`src/rtl/ternary_bitalu_pkg.sv`:
```
package ternary_bitalu_pkg;
  localparam int unsigned OP_W = 3;

  localparam logic [OP_W-1:0] OP_CMIX = 3'd0;
  localparam logic [OP_W-1:0] OP_CMOV = 3'd1;
  localparam logic [OP_W-1:0] OP_FSL  = 3'd2;
  localparam logic [OP_W-1:0] OP_FSR  = 3'd3;
  localparam logic [OP_W-1:0] OP_ROL  = 3'd4;
  localparam logic [OP_W-1:0] OP_ROR  = 3'd5;
  localparam logic [OP_W-1:0] OP_LAST = OP_ROR;

  // strobes from control to datapath
  typedef struct packed {
    logic            capture;  // first cycle: load stage register
    logic            finish;   // second cycle: produce result
    logic [OP_W-1:0] op;       // operation steering the datapath
  } ctrl_t;
endpackage

```
`src/rtl/ternary_bitalu_shift.sv`:
```
// Right shifter one bit wider than the data; left shifts by reversal.
module ternary_bitalu_shift #(
  parameter int unsigned W  = 32,
  parameter int unsigned AW = $clog2(W) + 1
) (
  input  logic [W-1:0]  din,
  input  logic [AW-1:0] amt,      // 0..W
  input  logic          dirLeft,
  input  logic          fillBit,
  output logic [W-1:0]  dout
);
  logic [W-1:0] dinOrd;
  logic [W:0]   extVal;
  logic [W:0]   shifted;
  logic [W-1:0] resOrd;

  always_comb begin
    for (int i = 0; i < W; i++) begin
      dinOrd[i] = dirLeft ? din[W-1-i] : din[i];
    end
    extVal  = {fillBit, dinOrd};
    shifted = extVal >> amt;
    for (int i = 0; i < W; i++) begin
      resOrd[i] = dirLeft ? shifted[W-1-i] : shifted[i];
    end
    dout = resOrd;
  end
endmodule

```
`src/rtl/ternary_bitalu_ctrl.sv`:
```
module ternary_bitalu_ctrl
  import ternary_bitalu_pkg::*;
(
  input  logic            clk,
  input  logic            rst_n,
  input  logic            start,
  input  logic [OP_W-1:0] opIn,
  output ctrl_t           ctrl,
  output logic            busy
);
  logic            inSecond;
  logic [OP_W-1:0] opHeld;
  logic            opSupported;
  logic            launch;

  assign opSupported = (opIn <= OP_LAST);
  assign launch      = start && !inSecond && opSupported;

  always_ff @(posedge clk) begin
    if (!rst_n) begin
      inSecond <= 1'b0;
      opHeld   <= '0;
    end else begin
      inSecond <= launch;
      if (launch) opHeld <= opIn;
    end
  end

  always_comb begin
    ctrl.capture = launch;
    ctrl.finish  = inSecond;
    ctrl.op      = inSecond ? opHeld : opIn;
  end

  assign busy = launch;
endmodule

```
`src/rtl/ternary_bitalu_dp.sv`:
```
module ternary_bitalu_dp
  import ternary_bitalu_pkg::*;
#(
  parameter int unsigned W = 32
) (
  input  logic         clk,
  input  logic         rst_n,
  input  ctrl_t        ctrl,
  input  logic [W-1:0] srcA,
  input  logic [W-1:0] srcB,
  input  logic [W-1:0] srcC,
  output logic [W-1:0] result
);
  localparam int unsigned SW = $clog2(W);
  localparam int unsigned AW = SW + 1;

  logic [W-1:0]  stageQ;
  logic [W-1:0]  opA;
  logic [W-1:0]  opB;
  logic          isTernary;
  logic          isRotate;
  logic          isFunnel;
  logic          opLeft;
  logic          swapRoles;
  logic [AW-1:0] amtMain;
  logic [AW-1:0] amtComp;
  logic [AW-1:0] amtRotComp;
  logic          mainSide;
  logic [AW-1:0] shAmt;
  logic          shLeft;
  logic [W-1:0]  shOut;
  logic [W-1:0]  bwOut;
  logic [W-1:0]  firstVal;
  logic [W-1:0]  secondVal;

  assign isRotate  = (ctrl.op == OP_ROL) || (ctrl.op == OP_ROR);
  assign isFunnel  = (ctrl.op == OP_FSL) || (ctrl.op == OP_FSR);
  assign isTernary = !isRotate;
  assign opLeft    = (ctrl.op == OP_FSL) || (ctrl.op == OP_ROL);

  // operand steering: second cycle of a ternary op sees srcC, srcB
  assign opA = (ctrl.finish && isTernary) ? srcC : srcA;
  assign opB = srcB;

  assign swapRoles  = isFunnel && opB[SW];
  assign amtMain    = {1'b0, opB[SW-1:0]};
  assign amtComp    = AW'(W) - amtMain;
  assign amtRotComp = {1'b0, amtComp[SW-1:0]};

  // main side: shift in the op direction by the amount
  assign mainSide = ctrl.finish ? swapRoles : !swapRoles;

  always_comb begin
    if (mainSide) begin
      shLeft = opLeft;
      shAmt  = amtMain;
    end else begin
      shLeft = !opLeft;
      shAmt  = isRotate ? amtRotComp : amtComp;
    end
  end

  ternary_bitalu_shift #(.W(W), .AW(AW)) u_shift (
    .din     (opA),
    .amt     (shAmt),
    .dirLeft (shLeft),
    .fillBit (1'b0),
    .dout    (shOut)
  );

  // shared bitwise path: a & b first, a & ~b second
  assign bwOut = opA & (ctrl.finish ? ~opB : opB);

  always_comb begin
    case (ctrl.op)
      OP_CMIX: firstVal = bwOut;
      OP_CMOV: firstVal = opA;
      default: firstVal = shOut;
    endcase
  end

  always_comb begin
    case (ctrl.op)
      OP_CMIX: secondVal = stageQ | bwOut;
      OP_CMOV: secondVal = (opB != '0) ? stageQ : opA;
      default: secondVal = stageQ | shOut;
    endcase
  end

  always_ff @(posedge clk) begin
    if (!rst_n)           stageQ <= '0;
    else if (ctrl.capture) stageQ <= firstVal;
  end

  assign result = ctrl.finish ? secondVal : '0;
endmodule

```
`src/rtl/ternary_bitalu.sv`:
```
module ternary_bitalu
  import ternary_bitalu_pkg::*;
#(
  parameter int unsigned W = 32
) (
  input  logic            clk,
  input  logic            rst_n,
  input  logic            start,
  input  logic [OP_W-1:0] opSel,
  input  logic [W-1:0]    srcA,
  input  logic [W-1:0]    srcB,
  input  logic [W-1:0]    srcC,
  output logic [W-1:0]    result,
  output logic            resultValid,
  output logic            busy
);
  ctrl_t ctrl;

  ternary_bitalu_ctrl u_ctrl (
    .clk   (clk),
    .rst_n (rst_n),
    .start (start),
    .opIn  (opSel),
    .ctrl  (ctrl),
    .busy  (busy)
  );

  ternary_bitalu_dp #(.W(W)) u_dp (
    .clk    (clk),
    .rst_n  (rst_n),
    .ctrl   (ctrl),
    .srcA   (srcA),
    .srcB   (srcB),
    .srcC   (srcC),
    .result (result)
  );

  assign resultValid = ctrl.finish;
endmodule

```
`config.mk`:
```
export PLATFORM = sky130hd
export DESIGN_NAME = ternary_bitalu
export DESIGN_NICKNAME = d
export VERILOG_FILES = /design/src/rtl/ternary_bitalu_pkg.sv /design/src/rtl/ternary_bitalu_shift.sv /design/src/rtl/ternary_bitalu_ctrl.sv /design/src/rtl/ternary_bitalu_dp.sv /design/src/rtl/ternary_bitalu.sv
export SDC_FILE = /design/constraint.sdc
export NUM_CORES = 1
export LEC_CHECK = 0
export BUFFER_PORTS_ARGS = -buffer_cell sky130_fd_sc_hd__buf_2
export CAP_MARGIN = 5
export CORE_AREA = 2 2 108 110
export DETAILED_ROUTE_END_ITERATION = 8
export DIE_AREA = 0 0 110 112
export PLACE_DENSITY = 0.95
export SLEW_MARGIN = 0
export SYNTH_ARGS = -nofsm -noshare
export SYNTH_HDL_FRONTEND = slang
export SYNTH_SLANG_ARGS = --single-unit
```
`constraint.sdc`:
```
create_clock -name clk -period 11 [get_ports clk]
set_clock_uncertainty 0.15 [all_clocks]
set_input_delay 1.1 -clock clk [delete_from_list [all_inputs] [get_ports clk]]
set_output_delay 1.1 -clock clk [all_outputs]
set_load 0.01 [all_outputs]
```
==> run summary, run 1 <==
Data on the critical path is required at its endpoint by 9.75 ns. The worst setup margin was 4.613 ns. The worst supply voltage drop on vdd is 0.09155 mV.

The global-route met2 utilization is 68.88%, and the number of clock sinks is 36. The startpoint identified for the worst register-to-register timing path is u_ctrl.inSecond$_SDFF_PN0_. The worst setup path is launched from an input pin. The type of the setup path with the least slack was input pin to output pin. The logs give 8087 for the total via count after detailed routing and 2 for the deepest level of the CTS H-tree. The run gives 0 ns as the total negative slack. The horizontal die dimension was 110 um.

The run gives 4.854 ns as the worst slack at placement. After synthesis, the largest area contributor takes up 13.55% of total cell area. The run gives 2 as the maximum root-to-sink buffer count. The launching instance or port of the critical path was opSel[2]. Pin placement for this block handled 136 I/O pins. After detailed placement, the design holds a cell count of 1046.

The count of flip-flops with a built-in enable after synthesis was 0; the sum of net half-perimeters after detailed placement was 21.65 mm. Setup violations remaining at the end of the flow were counted as 0. The row count came out at 39.

The number of pins exceeding their max-slew limit in the final report was 0; the number of search-and-repair iterations in the first detailed-routing pass was 6. After detailed routing, the number of vias per cell comes to 7.673. The tools report the wire length after detailed routing as 28.75 mm. CTS placed an instance of clkbuf_16 at the clock tree root. The maximum net fanout on the critical path was 43; the standby leakage power was 0.003075 uW. The leading register cell type out of synthesis was dfxtp_1.

The residual antenna-violating net count after detailed routing is 0. Walking the worst path, the cells encountered are buf_2 -> and3b_1 -> o21ai_1 -> xnor2_4 -> buf_4 -> mux4_1 -> mux2i_1 -> a21oi_1 -> o22ai_1 -> o21ai_0 -> a21oi_1 -> buf_2. The mean post-synth cell area is 8.301 um2, and the post-CTS setup repair buffer count is 0.

The tools report the number of buffers inserted by hold repair at cts as 0. The logs give 7477 um2 for the design area and 0 for the total DRC errors in the routed layout. The flow ran to the end, and the final reports show no timing, DRC or antenna violations. The slowest stage of the critical path belongs to the cell mux4_1. Post-CTS repair changed the size of 0 cells. For the pin with the worst max-slew slack, the measured transition is 1.194 ns. The library cell used most frequently in the layout, excluding fill and tap cells, is buf_2.

The cell depth of the worst hold path is 2, and the relative area change from synthesis to final layout is 9.712%. Derived from the worst setup path, the maximum achievable clock frequency is 156.6 MHz. Global routing used 61.10% of the available met1 tracks. The logs give 7331 um2 for the area after detailed placement and 928 for the filler cell count in the final layout. The via count of the first global-routing pass is 7533. In the layout the commonest cells are 135 x buf_2, 98 x a21oi_1, 82 x mux2i_1. For the initial antenna violation count, the log shows 0.

The detail-routed net length per standard cell works out to 27.28 um. After the first detailed-routing iteration, the DRC count stood at 1537. Yosys printed 0 warnings.

Port buffering added 135 buffers. The number of library cell types mapped by synthesis is 84. In this run the most used layer during global routing was met2. For this run, asynchronously set or reset flops after synthesis account for 0%.

Once the floorplan was initialized, standard cells occupied 60.99% of the core. The run gives 6815 um2 as the synthesized cell area. The clock-pin slew of the registers on the worst-case setup and hold paths works out to 0.07 ns.

In this run the tightest slew margin relative to its limit is 18.12%. TritonCTS built the clock tree. The number of cells on the worst reg-to-reg path is 10.

Cells with a size suffix above 1 make up 27.11% of the layout. Yosys attributes the largest share of cell area to mux4_2 14%, mux2i_1 12%, dfxtp_1 11%. Of all cell types, the one taking the most synthesized area is mux4_2. The worst setup path is captured at an output pin. On the worst path, the slowest cell contributes a delay of 0.72 ns. The die covers 12320 um2. The flip-flop and latch count after synthesis was 36; the height of the die was 112 um.

The congestion estimate from routability-driven global placement came to 1.088. The class of the tightest hold or removal check is flip-flop to flip-flop. Hold is met by 0.3549 ns. After the last flow step, the layout net total stands at 1013. For the number of failing hold endpoints at the final stage, the log shows 0. For the largest net degree at the start of global routing, the log shows 50.

Setup repair after global routing left no endpoint under its margin. After global routing the overflow that remains totals 0. The number of clock buffers inserted by TritonCTS was 5. The minimum period implied by the final worst setup slack was 6.387 ns; the clock latency reported for the late side of the worst-skew pair was 0.29 ns. Total of max-cap violations: 0.

The post-synthesis instance total was 821. The antenna diode count was 0; the number of standard cells in the final layout excluding fillers was 1054. The total area inside the core boundary comes to 11170 um2. The first global-routing pass estimated 43.69 mm of wire.

After layout, the worst path uses 58.07% of the clock period. The global-route usage over all layers is 47.16%, and the worst endpoint data arrival time is 5.14 ns. The tools report the met3 layer usage reported by global route as 15.05%. The sequential share of the synthesized area was 10.57%; the post-synth net total was 924.

The origin of the worst min-delay path is u_ctrl.opHeld[0]$_SDFFE_PN0P_. For this design the ratio of total power to cell area is 120.1 nW/um2.
[state kept, by name, indices dropped and copies added (netlist names)]
| register | cells |
|---|---|
| u_dp.stageQ | 32 |
| u_ctrl.inSecond | 1 |
| u_ctrl.opHeld | 3 |
[per-stage QoR]
step,power (uW),util [%]
detailed placement,713.9,65.60
global placement,711.5,65.60
CTS,862.8,66.91
global route,920.6,66.91
finish,898.2,66.91
floorplan,562.7,-
[cells in the mapped netlist, types with 4 or more instances]
cell and instances:
nor2_1 68, mux2i_2 4, inv_1 6, o21ai_0 36
o21a_1 21, o31a_1 12, clkbuf_8 12, o211ai_1 4
a21o_1 7, clkbuf_1 38, buf_4 4, a211oi_1 34
nor3_1 19, a31oi_1 11, mux2_2 17, o2bb2ai_1 4
and2_1 6, dfxtp_1 36, a22oi_1 7, nand2_1 60
and3_1 7, nand2b_1 6, mux2i_1 84, buf_2 4
nand3_1 4, o22ai_1 14, nor4_1 7, o21ai_1 12
buf_12 4, a2bb2oi_1 5, xnor2_1 36, a221oi_1 5
a211o_1 5, a21oi_1 99, buf_6 4, mux4_2 41
[metal layers]
layer	wire length (um)	vias to the layer above
met2	12570	778
met5	0	-
met3	4279	173
li1	-	3387
met4	2031	0
met1	9863	3749
[path summary, 6_finish.rpt]
path	end	slack [ns]
worst max-delay path	result[27]	4.61
worst max register to register	u_dp.stageQ[2]$_SDFFE_PN0P_	6.26
worst min-delay path	u_ctrl.opHeld[0]$_SDFFE_PN0P_	0.35
worst min register to register	u_ctrl.opHeld[0]$_SDFFE_PN0P_	0.35
[power by group]
part	internal, uW	leakage [uW]	total [uW]	switching [uW]
registers	143	0.000297	151	8.68
logic	224	0.00271	595	372
clock network	84.6	0.0000702	152	67.0
[cells by family after synthesis]
| logic type | count (synthesis) | share of synthesized area, % |
|---|---|---|
| AOI/OAI and AO/OA | 323 | 31.96 |
| and+or+nand+nor | 191 | 12.63 |
| muxes | 149 | 30.44 |
| buffers and inverters | 77 | 7.747 |
| xor gates and xnor gates | 44 | 6.462 |
| DFF | 36 | 10.57 |
| adders and majority gates | 1 | 0.1836 |
[worst max-delay path, delay by kind of cell]
family / cells / cell delay (ns)
muxes: 2 / 1.23
and+or+nand+nor: 1 / 0.20
buffers and inverters: 3 / 0.85
xor gates and xnor gates: 1 / 0.17
AOI/OAI and AO/OA: 5 / 1.57
[final cells by class]
class | count | area, um2 | share of cell area, %
multi-input combinational | 708 | 5600 | 74.90
timing repair buffer | 152 | 803.3 | 10.74
sequential | 36 | 721.9 | 9.655
tap | 143 | 178.9 | 2.393
clock buffer | 5 | 125.1 | 1.673
inverter | 7 | 26.28 | 0.3514
clock inverter | 3 | 21.27 | 0.2845
Note: power is estimated with default switching activity, not from simulation.
==> run 2: changes to the inputs <==
--- a/config.mk
+++ b/config.mk
@@ -7,10 +7,10 @@
 export LEC_CHECK = 0
 export BUFFER_PORTS_ARGS = -buffer_cell sky130_fd_sc_hd__buf_2
 export CAP_MARGIN = 5
-export CORE_AREA = 2 2 108 110
+export CORE_AREA = 2 2 112 114
 export DETAILED_ROUTE_END_ITERATION = 8
-export DIE_AREA = 0 0 110 112
-export PLACE_DENSITY = 0.95
+export DIE_AREA = 0 0 114 116
+export PLACE_DENSITY = 0.94
 export SLEW_MARGIN = 0
 export SYNTH_ARGS = -nofsm -noshare
 export SYNTH_HDL_FRONTEND = slang
==> constraint.sdc (replaced) <==
create_clock -name clk -period 6.6 [get_ports clk]
set_clock_uncertainty 0.15 [all_clocks]
set_input_delay 0.66 -clock clk [delete_from_list [all_inputs] [get_ports clk]]
set_output_delay 0.66 -clock clk [all_outputs]
set_load 0.01 [all_outputs]
==> run 2 against run 1 <==
  * Hold slack improved by 0.0038 ns
  * Flip-flop and latch count unchanged
  * Routed wire length increased by 1.7%
  * Combinational power up 68%
  * Die area increased by 7.3%
  * Sequential power grew 66%
  * Cell count rose by 1.4%
  * Highest routed layer is now met5
  * Global-route usage is 3.9 points lower
  * Power is 68% higher
  * Critical path type is now flip-flop to output pin
  * Clock power grew 70%
==> run summary, run 2 (synthesized netlist as in run 1, its figures left out) <==
The clock power share came out at 17.1%. For this run, the top clock speed supported by timing is 169.8 MHz. Fraction of final layout cells with drive strength greater than 1: 27.90%. The logs give 8 for the number of search-and-repair iterations in the first detailed-routing pass and 1.091 for the final weighted congestion of routability-driven global placement. Dividing total power by cell area gives a power density of 199.1 nW/um2. The run finished with clean final reports. The H-tree generated during clock tree synthesis spans 2 levels. The origin of the worst min-delay path was u_ctrl.opHeld[0]$_SDFFE_PN0P_. The worst-case IR drop observed on VDD is 0.1629 mV. The worst hold path terminates at u_ctrl.opHeld[0]$_SDFFE_PN0P_.

The number of pins exceeding their max-slew limit in the final report came out at 0. The setup violation total in the final timing report was 0. The measured slew at the worst slew-check pin was 1.084 ns.

The first global-routing pass estimated 43.75 mm of wire. The area of the die is 13220 um2, and the worst endpoint data arrival time is 5.08 ns. The longest clock path from root to sink contains 2 buffers. For this design, the CTS-stage hold fixing added 0 buffers. Leaving out fill and tap cells, the most frequent cells in the layout are 135 x buf_2, 98 x a21oi_1, 82 x mux2i_1.

The logs give 21.57 mm for the sum of net half-perimeters after detailed placement and 0 for the number of failing hold endpoints at the final stage. The fraction of power spent switching nets works out to 48.92%. Measured against its own limit, the worst slew margin works out to 25.66%. The number of clock sinks came out at 36. After detailed routing, the average wire length per cell comes to 27.34 um.

The largest registers in the layout are u_dp.stageQ (32), u_ctrl.opHeld (3), u_ctrl.inSecond (1). The final critical path takes up 89.23% of the cycle. The smallest clock period supported by the final layout is computed as 5.889 ns. Counting the buffers created by CTS gives 5. The portion of total power attributed to combinational logic came out at 66.3%. The tools report the total via count after detailed routing as 8276. The flip-flop count of the largest register after layout came out at 32.

The register name with the most flops is u_dp.stageQ. For the wire length after detailed routing, the log shows 29.23 mm. In this run the critical register-to-register path is launched from u_ctrl.opHeld[1]$_SDFFE_PN0P_. After detailed routing, the number of remaining DRC violations is 0.

The count of nets left with antenna violations once routing finished came out at 0. Worst-case reg-to-reg path depth: 10. After global routing the overflow that remains totals 0. For the number of placed I/O pins, the log shows 136. The initial cell density of the core is 57.22%, and the cell depth of the worst hold path is 2. The global-route usage over all layers is 43.29%, and the horizontal die dimension is 114 um. The register-to-register path setup slack is 1.64 ns, and the maximum net fanout on the critical path is 31.

Reported net switching power: 738.1 uW. The post-CTS setup repair buffer count was 0. For this design the static power due to leakage is 0.003134 uW. Once the clock tree was built, the resizer swapped 0 gates to a different size.

At the end of the flow, the number of nets in the layout was 1023. The worst setup path is launched from a flip-flop. The relative area change from synthesis to final layout was 11.20%. The internal power consumption is 770.8 uW, and the largest net degree at the start of global routing is 50. The tools report the buffer type at the clock tree root as clkbuf_16. Excluding fillers, the count of instances in the completed layout stands at 1069. The floorplan step set the die height to 116 um. The initial antenna violation count was 1.

TritonCTS built the clock tree. The tools report the power share of the sequential group as 16.6%. The total of max-cap violations was 0. The leading cell type in the layout, fill and taps excluded is buf_2. Type of the setup path with the least slack: flip-flop to output pin. The tools report the row count as 40.

For the worst setup path, the data required time is 5.79 ns. The number of violations reported at the end of detailed-routing iteration 0 was 1347. The clock-pin slew of the registers on the worst-case setup and hold paths was 0.06 ns; the total negative slack was 0 ns.

After detailed routing, the number of vias per cell comes to 7.742. Setup repair after global routing left no endpoint under its margin. The via count of the first global-routing pass came out at 7552.

In this run, placement finished with an instance count of 1060. Class of the tightest hold or removal check: flip-flop to flip-flop. At the later pin of the worst-skew pair, clock insertion delay measures 0.29 ns. Input and output buffers added on the ports amount to 135. The tools report the area inside the core boundary as 11910 um2.

The worst setup path is captured at an output pin. The worst register-to-register path ends at u_dp.stageQ[8]$_SDFFE_PN0P_.
-- run 2: changes by cell type in the layout (fill, tap and decap cells not counted), sizes merged --
cell,change
diode,+1
clkbuf,+1
buf,+10
clkinvlp,-1
-- run 2: critical path, stage by stage, from the launching register on --
cell,delay (ns)
dfxtp_1,0.36
nand2b_1,0.19
nand2_2,0.65
buf_4,0.43
mux2i_1,0.87
mux4_2,0.52
mux2i_1,0.16
mux2i_1,0.47
a211oi_2,0.18
o311ai_1,0.57
a21oi_1,0.18
buf_2,0.18
-- run 2: how the worst max path moves through the flow --
stage	from	slack, ns	endpoint
floorplan	srcB[0]	1.62	result[23]
global placement	u_ctrl.opHeld[1]$_SDFFE_PN0P_	1.43	result[23]
detailed placement	u_ctrl.opHeld[1]$_SDFFE_PN0P_	1.41	result[8]
CTS	u_ctrl.opHeld[1]$_SDFFE_PN0P_	1.09	result[8]
global route	u_ctrl.opHeld[1]$_SDFFE_PN0P_	0.72	result[8]
finish	u_ctrl.opHeld[1]$_SDFFE_PN0P_	0.71	result[23]
-- run 2: layer usage --
layer  up-vias  routed length, um  track usage, %
met1      3732               9609           51.47
met3       239               4728           15.48
met4         2               2683           29.92
met2       880              12190           65.48
li1       3423                  -               -
met5         -                 19           1.111
-- run 2: power by group through the flow --
stage          sequential, uW  clock [uW]  combinational (uW)
4_1_cts                   250         255                 944
3_5_place_dp              254           0                 940
5_1_grt                   253         263                1030
2_1_floorplan             251           0                 687
3_3_place_gp              253           0                 936
6_report                  251         258                1000
-- run 2: area by class of cell --
class | instances | area, um2
well taps | 147 | 183.9
flip-flops and latches | 36 | 721.9
fillers | 1007 | 4333
diodes | 1 | 2.502
repair buffers | 162 | 890.9
clock buffers | 6 | 138.9
inverters | 7 | 26.28
clock inverters | 2 | 13.76
multi-input cells | 708 | 5600
-- run 2: metrics by stage --
stage          hold WS [ns]  util, %  setup slack [ns]  area, um2  power, uW
6_report             0.3587    63.62            0.7107       7579       1509
5_1_grt              0.3870    63.62            0.7202       7579       1546
4_1_cts              0.3640    63.60             1.092       7576       1449
3_5_place_dp         0.3555    62.32             1.410       7423       1195
3_3_place_gp         0.3414    62.32             1.434       7423       1189
2_1_floorplan        0.3062        -             1.620       6815      937.9
